`config.mk`:
```
export PLATFORM = sky130hd
export DESIGN_NAME = acc_core
export DESIGN_NICKNAME = d
export VERILOG_FILES = /design/src/rtl/acc_core_pkg.sv /design/src/rtl/acc_decode.sv /design/src/rtl/acc_alu.sv /design/src/rtl/acc_regfile.sv /design/src/rtl/acc_core.sv
export SDC_FILE = /design/constraint.sdc
export NUM_CORES = 1
export LEC_CHECK = 0
export CORE_ASPECT_RATIO = 1.25
export CORE_MARGIN = 3
export CORE_UTILIZATION = 51
export CTS_CLUSTER_DIAMETER = 60
export DETAILED_ROUTE_END_ITERATION = 12
export PLACE_DENSITY = 0.68
export SLEW_MARGIN = 0
export SYNTH_ARGS = -nofsm -noshare
export SYNTH_HDL_FRONTEND = slang
export SYNTH_SLANG_ARGS = --single-unit
```
`constraint.sdc`:
```
create_clock -name clk -period 12.5 [get_ports clk]
set_input_delay 2.5 -clock clk [delete_from_list [all_inputs] [get_ports clk]]
set_output_delay 2.5 -clock clk [all_outputs]
set_load 0.02 [all_outputs]
```
`src/rtl/acc_core_pkg.sv`:
```
package acc_core_pkg;
    localparam int unsigned DATA_W   = 8;
    localparam int unsigned OPC_W    = 5;
    localparam int unsigned NUM_REGS = 8;
    localparam int unsigned SEL_W    = $clog2(NUM_REGS);
    localparam int unsigned INSN_W   = OPC_W + SEL_W;

    typedef logic [DATA_W-1:0] word_t;
    typedef logic [SEL_W-1:0]  rsel_t;
    typedef logic [INSN_W-1:0] insn_t;

    typedef enum logic [OPC_W-1:0] {
        OP_HALT  = 5'd0,
        OP_RD_R  = 5'd1,
        OP_WR_R  = 5'd2,
        OP_LOAD  = 5'd3,
        OP_STORE = 5'd4,
        OP_ADD   = 5'd5,
        OP_SUB   = 5'd6,
        OP_MUL   = 5'd7,
        OP_DIV   = 5'd8,
        OP_NOP   = 5'd31
    } opcode_e;

    typedef enum logic [2:0] {
        PH_FETCH, PH_LATCH, PH_DECODE, PH_EXEC,
        PH_LDWAIT, PH_WBACK, PH_PCUPD, PH_HALT
    } phase_e;

    typedef struct packed {
        opcode_e op;
        rsel_t   rsel;
        logic    wr_acc;
        logic    wr_reg;
        logic    is_load;
        logic    is_store;
        logic    is_halt;
    } decoded_t;

    typedef struct packed {
        phase_e   phase;
        word_t    pc;
        insn_t    ir;
        decoded_t dec;
        word_t    acc;
        word_t    res;
        logic     err;
    } core_state_t;
endpackage

```
`src/rtl/acc_decode.sv`:
```
module acc_decode
    import acc_core_pkg::*;
(
    input  insn_t    insn,
    output decoded_t dec
);
    logic [OPC_W-1:0] opfield;

    always_comb begin
        opfield      = insn[INSN_W-1:SEL_W];
        dec.rsel     = insn[SEL_W-1:0];
        dec.op       = OP_NOP;
        dec.wr_acc   = 1'b0;
        dec.wr_reg   = 1'b0;
        dec.is_load  = 1'b0;
        dec.is_store = 1'b0;
        dec.is_halt  = 1'b0;
        case (opfield)
            OP_HALT:  begin dec.op = OP_HALT;  dec.is_halt  = 1'b1; end
            OP_RD_R:  begin dec.op = OP_RD_R;  dec.wr_acc   = 1'b1; end
            OP_WR_R:  begin dec.op = OP_WR_R;  dec.wr_reg   = 1'b1; end
            OP_LOAD:  begin dec.op = OP_LOAD;  dec.wr_acc   = 1'b1; dec.is_load = 1'b1; end
            OP_STORE: begin dec.op = OP_STORE; dec.is_store = 1'b1; end
            OP_ADD:   begin dec.op = OP_ADD;   dec.wr_acc   = 1'b1; end
            OP_SUB:   begin dec.op = OP_SUB;   dec.wr_acc   = 1'b1; end
            OP_MUL:   begin dec.op = OP_MUL;   dec.wr_acc   = 1'b1; end
            OP_DIV:   begin dec.op = OP_DIV;   dec.wr_acc   = 1'b1; end
            default:  dec.op = OP_NOP;
        endcase
    end

    // an undefined opcode never produces any write intent
    always_comb begin
        assert_nop_inert_R11: assert (dec.op != OP_NOP ||
            !(dec.wr_acc || dec.wr_reg || dec.is_store || dec.is_load || dec.is_halt))
            else $error("undefined opcode decoded with side effects");
    end
endmodule

```
`src/rtl/acc_alu.sv`:
```
module acc_alu
    import acc_core_pkg::*;
(
    input  opcode_e op,
    input  word_t   a,
    input  word_t   b,
    output word_t   y,
    output logic    div_zero
);
    logic [2*DATA_W-1:0] product;

    always_comb begin
        product  = a * b;
        div_zero = 1'b0;
        y        = a;
        case (op)
            OP_ADD: y = a + b;
            OP_SUB: y = a - b;
            OP_MUL: y = product[DATA_W-1:0];
            OP_DIV: begin
                if (b == '0) begin
                    div_zero = 1'b1;
                    y        = a;
                end else begin
                    y = a / b;
                end
            end
            default: y = a;
        endcase
    end
endmodule

```
`src/rtl/acc_regfile.sv`:
```
module acc_regfile #(
    parameter int unsigned NREG  = 8,
    parameter int unsigned WIDTH = 8,
    localparam int unsigned AW   = $clog2(NREG)
) (
    input  logic             clk,
    input  logic             rst,
    input  logic             we,
    input  logic [AW-1:0]    waddr,
    input  logic [WIDTH-1:0] wdata,
    input  logic [AW-1:0]    raddr,
    output logic [WIDTH-1:0] rdata
);
    logic [WIDTH-1:0] regs_q [NREG];
    logic [WIDTH-1:0] regs_d [NREG];

    always_comb begin
        for (int i = 0; i < NREG; i++) begin
            if (rst)
                regs_d[i] = '0;
            else if (we && waddr == AW'(i))
                regs_d[i] = wdata;
            else
                regs_d[i] = regs_q[i];
        end
    end

    always_ff @(posedge clk) begin
        for (int i = 0; i < NREG; i++) regs_q[i] <= regs_d[i];
    end

    assign rdata = regs_q[raddr];

    // a register write is visible on the next cycle
    assert_rf_write_R2: assert property (@(posedge clk) disable iff (rst)
        we |=> regs_q[$past(waddr)] == $past(wdata))
        else $error("register write lost");
endmodule

```
`src/rtl/acc_core.sv`:
```
module acc_core
    import acc_core_pkg::*;
(
    input  logic              clk,
    input  logic              rst,
    output logic [DATA_W-1:0] mem_addr,
    output logic [DATA_W-1:0] mem_wdata,
    input  logic [DATA_W-1:0] mem_rdata,
    output logic              mem_we,
    output logic              halted,
    output logic              div_err
);
    core_state_t s_q, s_d;
    decoded_t    dec_w;
    word_t       rf_rdata, rf_wdata, alu_y;
    logic        rf_we, alu_div0;

    acc_decode u_decode (
        .insn (s_q.ir),
        .dec  (dec_w)
    );

    acc_alu u_alu (
        .op       (s_q.dec.op),
        .a        (s_q.acc),
        .b        (rf_rdata),
        .y        (alu_y),
        .div_zero (alu_div0)
    );

    acc_regfile #(.NREG(NUM_REGS), .WIDTH(DATA_W)) u_regs (
        .clk   (clk),
        .rst   (rst),
        .we    (rf_we),
        .waddr (s_q.dec.rsel),
        .wdata (rf_wdata),
        .raddr (s_q.dec.rsel),
        .rdata (rf_rdata)
    );

    always_comb begin
        s_d       = s_q;
        mem_addr  = s_q.pc;
        mem_wdata = s_q.acc;
        mem_we    = 1'b0;
        rf_we     = 1'b0;
        rf_wdata  = s_q.res;
        case (s_q.phase)
            PH_FETCH:  s_d.phase = PH_LATCH;
            PH_LATCH: begin
                s_d.ir    = mem_rdata;
                s_d.phase = PH_DECODE;
            end
            PH_DECODE: begin
                s_d.dec   = dec_w;
                s_d.phase = PH_EXEC;
            end
            PH_EXEC: begin
                s_d.phase = PH_WBACK;
                case (s_q.dec.op)
                    OP_HALT: s_d.phase = PH_HALT;
                    OP_LOAD: begin
                        mem_addr  = rf_rdata;
                        s_d.phase = PH_LDWAIT;
                    end
                    OP_RD_R: s_d.res = rf_rdata;
                    OP_WR_R: s_d.res = s_q.acc;
                    OP_ADD, OP_SUB, OP_MUL: s_d.res = alu_y;
                    OP_DIV: begin
                        s_d.res = alu_y;
                        if (alu_div0) s_d.err = 1'b1;
                    end
                    default: s_d.res = s_q.acc;
                endcase
            end
            PH_LDWAIT: begin
                s_d.res   = mem_rdata;
                s_d.phase = PH_WBACK;
            end
            PH_WBACK: begin
                if (s_q.dec.wr_acc) s_d.acc = s_q.res;
                if (s_q.dec.wr_reg) rf_we = 1'b1;
                if (s_q.dec.is_store) begin
                    mem_we   = 1'b1;
                    mem_addr = rf_rdata;
                end
                s_d.phase = PH_PCUPD;
            end
            PH_PCUPD: begin
                s_d.pc    = s_q.pc + 1'b1;
                s_d.phase = PH_FETCH;
            end
            default: s_d.phase = PH_HALT;
        endcase
        if (rst) begin
            s_d.phase        = PH_FETCH;
            s_d.pc           = '0;
            s_d.ir           = '0;
            s_d.dec.op       = OP_NOP;
            s_d.dec.rsel     = '0;
            s_d.dec.wr_acc   = 1'b0;
            s_d.dec.wr_reg   = 1'b0;
            s_d.dec.is_load  = 1'b0;
            s_d.dec.is_store = 1'b0;
            s_d.dec.is_halt  = 1'b0;
            s_d.acc          = '0;
            s_d.res          = '0;
            s_d.err          = 1'b0;
            rf_we            = 1'b0;
            mem_we           = 1'b0;
        end
    end

    always_ff @(posedge clk) begin
        s_q <= s_d;
    end

    assign halted  = (s_q.phase == PH_HALT);
    assign div_err = s_q.err;

    // the strobe appears only in write-back of a store
    assert_we_wback_R3: assert property (@(posedge clk) disable iff (rst)
        mem_we |-> (s_q.phase == PH_WBACK && s_q.dec.is_store))
        else $error("stray memory write");

    // the program counter steps by one after the update phase
    assert_pc_step_R9: assert property (@(posedge clk) disable iff (rst)
        (s_q.phase == PH_PCUPD) |=> s_q.pc == word_t'($past(s_q.pc) + 1'b1))
        else $error("pc step wrong");

    // the program counter is held in every other phase
    assert_pc_hold_R8: assert property (@(posedge clk) disable iff (rst)
        (s_q.phase != PH_PCUPD) |=> $stable(s_q.pc))
        else $error("pc moved outside update phase");

    // the load wait phase only follows execution of a load
    assert_ldwait_R8: assert property (@(posedge clk) disable iff (rst)
        (s_q.phase == PH_LDWAIT) |-> (s_q.dec.is_load && $past(s_q.phase) == PH_EXEC))
        else $error("load wait out of sequence");

    // halt holds and never writes
    assert_halt_hold_R10: assert property (@(posedge clk) disable iff (rst)
        halted |=> (halted && !mem_we))
        else $error("halt released or wrote");

    // the error flag is sticky
    assert_err_sticky_R7: assert property (@(posedge clk) disable iff (rst)
        div_err |=> div_err)
        else $error("error flag dropped");

    // divide by zero keeps the accumulator value as the result
    assert_div_keep_R7: assert property (@(posedge clk) disable iff (rst)
        (s_q.phase == PH_EXEC && s_q.dec.op == OP_DIV && rf_rdata == '0)
        |=> (s_q.res == $past(s_q.acc) && div_err))
        else $error("divide by zero altered result");
endmodule

```
## After elaboration in Yosys (flattened, before gate mapping)

Memories as Yosys holds them, arrays and structs flattened. A register that Yosys moved wholly into a read port is not among the register bits.
Index checks and enable logic that the tools add are counted.

- Bits in writable memories: 64
- Memory bits (read-only): 0
- Memories: 1
- Latch bits: 0
- Logic and storage cells: 113
- Input bits: 10
- Bits in registers: 47

Memories:

| name | words | bits a word | read ports | clocked after memory_dff | write ports | RTL line | text |
|---|---|---|---|---|---|---|---|
| u_regs.regs_q | 8 | 8 | 1 | 1 | 8 | acc_regfile.sv:14 | `logic [WIDTH-1:0] regs_q [NREG];` |

- Equal/unequal tests: 37
- Order comparisons: 0
- Bitwise logic cells: 0
- Shift operators: 0
- $mul: 1
- Div/mod/pow operators: 1
- Add/subtract/negate cells: 3
- Reductions and logical operators: 20
- Mux-type cells: 39

Operator list:

| kind | number |
|---|---|
| 8-bit 2-to-1 mux | 19 |
| 5-bit case mux with 9 select lines | 1 |
| 5-bit by 3-bit == test with 1-bit output (second input constant) | 7 |
| 8-bit case mux with 2 select lines | 2 |
| 8-bit case mux with 4 select lines | 1 |
| 3-bit == test (second input constant) | 8 |
| 8-bit case mux with 3 select lines | 1 |
| 3-bit case mux with 7 select lines | 1 |
| 2-bit inequality test (second input constant) | 9 |
| 5-bit by 2-bit == test with 1-bit output (second input constant) | 3 |
| 3-bit by 2-bit == test with 1-bit output (second input constant) | 4 |
| 1-bit 2-to-1 mux | 11 |
| 5-bit by 1-bit == test with 1-bit output (second input constant) | 2 |
| 5-bit by 4-bit == test with 1-bit output (second input constant) | 2 |
| 5-bit logical NOT | 2 |
| 8-bit by 1-bit adder with 8-bit output (second input constant) | 1 |
| 8-bit adder | 1 |
| 8-bit by 8-bit divider with 8-bit output | 1 |
| 1-bit logical AND | 8 |
| 8-bit logical NOT | 1 |
| 8-bit by 8-bit multiplier with 8-bit output | 1 |
| 8-bit subtractor | 1 |
| 3-bit by 1-bit == test with 1-bit output (second input constant) | 2 |
| 3-bit logical NOT | 2 |
| other kinds (8) | 10 |

## Longest topological paths before layout

- Depth in word-level cells: 6
- Mapped depth: 57
- Depth with buffers taken out: 54

## By module

A second synthesis with hierarchy kept.

- Cell total of the unflattened synthesis: 815
- Area, all modules: 8,343.0 um2

Modules (own cells, without submodules):

| module | area each (um2) | times used | cells each |
|---|---|---|---|
| acc_alu | 3,248.1 | 1 | 413 |
| acc_regfile | 2,616.3 | 1 | 114 |
| acc_core | 2,328.5 | 1 | 266 |
| acc_decode | 150.1 | 1 | 22 |

## Worst setup path after synthesis

Ideal clock, no wire load.

- Kind: register to register
- Start: register (tool-made name)
- End: register s_q (netlist bit rf_wdata[0])
- Arrival time: 11,411 ps
- Required time: 12,388 ps
- Slack: 976 ps
- Stages on the path, launching flop included: 52
- Buffers on the path: 2
- Path through: dfxtp_1 buf_2 mux4_2 mux2_2 inv_1 ha_1 inv_1 o32a_1 ha_1 or3_1 nand3_1 a21oi_1 a211o_1 ha_1 o21a_1 o21ai_0 nor2_1 mux2_2 [16 not listed] o31ai_1 o21ai_0 ha_1 o21a_1 o21a_1 o21ai_0 a21boi_0 o21ai_0 a21oi_1 clkbuf_1 mux2_2 ha_1 a21o_1 a21o_1 a21oi_1 o21ai_0 o211ai_1 a2111oi_1

RTL lines:

| item | RTL line | text |
|---|---|---|
| end signal, assigned | acc_core.sv:115 | `s_q <= s_d;` |
| end, declared | acc_core.sv:13 | `core_state_t s_q, s_d;` |

==> qor.csv <==
stage;metric;value;unit
cells_and_area;Post-Layout Cell Count;1069;
floorplan;die area;0.0173;mm²
global_route;first-pass GRT wire length;32900;µm
cts;CTS root buffer;clkbuf_16;
synthesis;ys async rst share;0;%
timing;max-slew violations;0;
placement;hpwl dp;15100;µm
hold_path;hold crit path type;flop to flop;
timing;Tmin final;11.65;ns
critical_path;Crit path arrival time;11.94;ns
timing;Achievable Freq;85.8;MHz
timing;Slew headroom;23.9;%
cts;clock slew at reported path FFs;0.05;ns
route;DRT Pass-1 Iters;6;
critical_path;Critical Path Fanout Max;17;
power;sequential share of power;40.5;%
synthesis;Synth Warn #;0;
route;drt total wl;20400;µm
timing;Period Utilization, post-route;93.2;%
critical_path;crit path capture type;flop;
cts;clk buf depth;2;
cells_and_area;final core utilization;59.9;%
critical_path;worst setup path end;rf_wdata[0]$_SDFFE_PP0P_;
floorplan;chip width;118;µm
critical_path;Worst Path Required;12.79;ns
route;vias per cell;5.97;
synthesis;Post-synth EDFFs;64;
critical_path;Slowest cell on crit path;mux4_1;
global_route;largest net degree at the start of global routing;52;
route;DRT iter0 DRCs;483;
cts;CTS tree;done;
route;# DRC;0;
power;switching share of power;27.3;%
synthesis;Most used DFF post-synth;edfxtp_1;
outcome;status;completed;
timing;Sum Neg Setup Slack;0;ns
timing;fin worst setup slack;0.849;ns
power;Logic pwr share;20.2;%
critical_path;RR Endpoint;rf_wdata[0]$_SDFFE_PP0P_;
critical_path;most frequent CP cell;o21a_1;
synthesis;Cell Area, Synth;0.00801;mm²
synthesis;flops & latches, synth;114;
timing;Hold Vio Cnt, Final;0;
critical_path;R2R cell count;52;
global_route;vias in the first global route;6364;
timing;clk_skew;0.0116;ns
cells_and_area;Ant. Diodes;0;
cts;CTS Buf Count;17;
cells_and_area;# nets final;936;
placement;routability cong.;0.902;
power;clock share of power;39.3;%
cells_and_area;fill count;1304;
cells_and_area;share of cells above drive strength 1;12.7;%
cts;H-Tree Depth;4;
power;Lkg Pwr;0.00360;µW
global_route;GRT Residual Overflow;0;
synthesis;Yosys cell types;74;
placement;IO Port Bufs;28;
power;P_int;779;µW
critical_path;WS Path Type;flop to flop;
critical_path;r2r setup slk;0.85;ns
global_route;Tot GR Track Use;23.9;%
global_route;antenna violations before repair;0;
route;antenna viol nets, final;0;
placement;DP Cell Count;1035;
route;via count;6377;
route;Wirelength per Cell;19.1;µm
cts;clock sink count;114;
cts;Clk Latency, worst-skew pair;0.41;ns
timing;Final Setup Violations;0;
floorplan;CORE AREA;0.0152;mm²
power;Max rail drop VDD;0.125;mV
synthesis;cell count after synthesis;827;
synthesis;Mean Syn Cell Area;9.69;µm²
critical_path;Max stage delay on crit path;0.57;ns
power;Switching Power;293;µW
timing;Min Hold Slack;0.464;ns
timing;Worst Max-Slew Pin Slew;1.13;ns
flow_run;Max-Cap Viols;0;
cells_and_area;area delta synth->final;13.7;%
floorplan;num ports;29;
floorplan;Die Height;146;µm
power;power density cells;118;mW/mm²
synthesis;Seq/Total Area, Yosys;36.5;%
floorplan;row count;50;
synthesis;syn nets;915;
critical_path;Critical Path Source Type;flop;
placement;Place WS;0.411;ns
floorplan;Starting Density;52.7;%
## worst min-delay path by stage
stage	to	cells past startpoint	start
6_report	mem_wdata[1]$_SDFFE_PP0P_	2	rf_wdata[1]$_SDFFE_PP0P_
5_1_grt	mem_wdata[4]$_SDFFE_PP0P_	2	rf_wdata[4]$_SDFFE_PP0P_
4_1_cts	mem_wdata[1]$_SDFFE_PP0P_	2	rf_wdata[1]$_SDFFE_PP0P_
3_5_place_dp	mem_wdata[5]$_SDFFE_PP0P_	2	rf_wdata[5]$_SDFFE_PP0P_
3_3_place_gp	mem_wdata[3]$_SDFFE_PP0P_	2	rf_wdata[3]$_SDFFE_PP0P_
2_1_floorplan	mem_wdata[7]$_SDFFE_PP0P_	2	rf_wdata[7]$_SDFFE_PP0P_
## area by class of cell
cell class / count / area, µm² / share of cell area [%]
inverter: 43 / 166 / 1.83
timing repair buffer: 46 / 418 / 4.59
multi-input combinational: 626 / 4810 / 52.8
clock buffer: 18 / 429 / 4.71
clock inverter: 14 / 97.6 / 1.07
tap: 208 / 260 / 2.86
sequential: 114 / 2920 / 32.1
## sequential cells by signal, indices dropped and copies added (netlist names), named ones only
name           flops
div_err            1
mem_wdata          8
rf_wdata           8
s_q               29
u_regs.regs_q     64
## worst max-delay path, delay by kind of cell, from the launching register on
family | cells | cell delay [ns]
buf+inv | 3 | 0.59
fa+ha+maj | 7 | 2.14
simple gates | 11 | 2.18
flops | 1 | 0.33
compound gates | 27 | 4.64
mux | 4 | 1.63
## cells in the mapped netlist, drive strengths merged (23+ instances only)
master  instances  share of area, %
dfxtp          50                12
nand2          70               3.3
xnor2          30               3.3
ha             65                10
o21ai          23               1.4
nor2           83               3.9
nor3           35               2.2
inv            38               1.8
nor2b          23               1.8
a21oi          49               3.1
clkbuf         26               1.2
nand3          23               1.4
edfxtp         64                24
## kinds of logic (layout without fill, tap and decap cells)
group / count (synthesis) / in the layout / share of synthesized area (%)
xor+xnor: 40 / 40 / 4.54
flops: 114 / 114 / 36.5
compound gates: 162 / 162 / 13.4
mux: 48 / 48 / 8.67
fa+ha+maj: 78 / 78 / 13.4
buf+inv: 87 / 121 / 4.83
simple gates: 298 / 298 / 18.7
## layout by cell type (no fill, tap or decap), drive strengths merged, types with 23 or more instances in the layout
master and instances:
o21ai 23, nand2 70, nor2b 23, edfxtp 64, ha 65, nand3 23, nor3 35, inv 38
dfxtp 50, a21oi 49, clkdlybuf4s50 27, nor2 83, xnor2 30
## metrics by stage
stage                     instance area (µm²)  power (µW)
after floorplan                          8010         595
after global placement                   8500         644
after detailed placement                 8500         650
after CTS                                9020        1070
after global routing                     9110        1120
final                                    9110        1070
## per-layer routing
metal / wire, µm / share of wire (%) / GRT usage [%] / up-vias
met5: 0 / 0 / 0 / -
met4: 704 / 3.4 / 10.3 / 0
met3: 1020 / 5.0 / 5.15 / 54
met2: 10500 / 51 / 41.6 / 205
met1: 8230 / 40 / 28.3 / 3064
li1: - / - / - / 3054
## repair_timing
item,in CTS,in global routing
buffers inserted,0,2
resized for setup,0,19
setup endpoints to repair,0,1
hold buffers,0,0
## power by group through the flow
stage                     Clock (µW)  Combinational [µW]  Sequential, µW
after floorplan                    0                 162             433
after global placement             0                 205             439
after detailed placement           0                 210             440
after CTS                        427                 211             433
after global routing             444                 239             436
final                            421                 217             434
No activity file was read; power rests on OpenSTA's default activity.
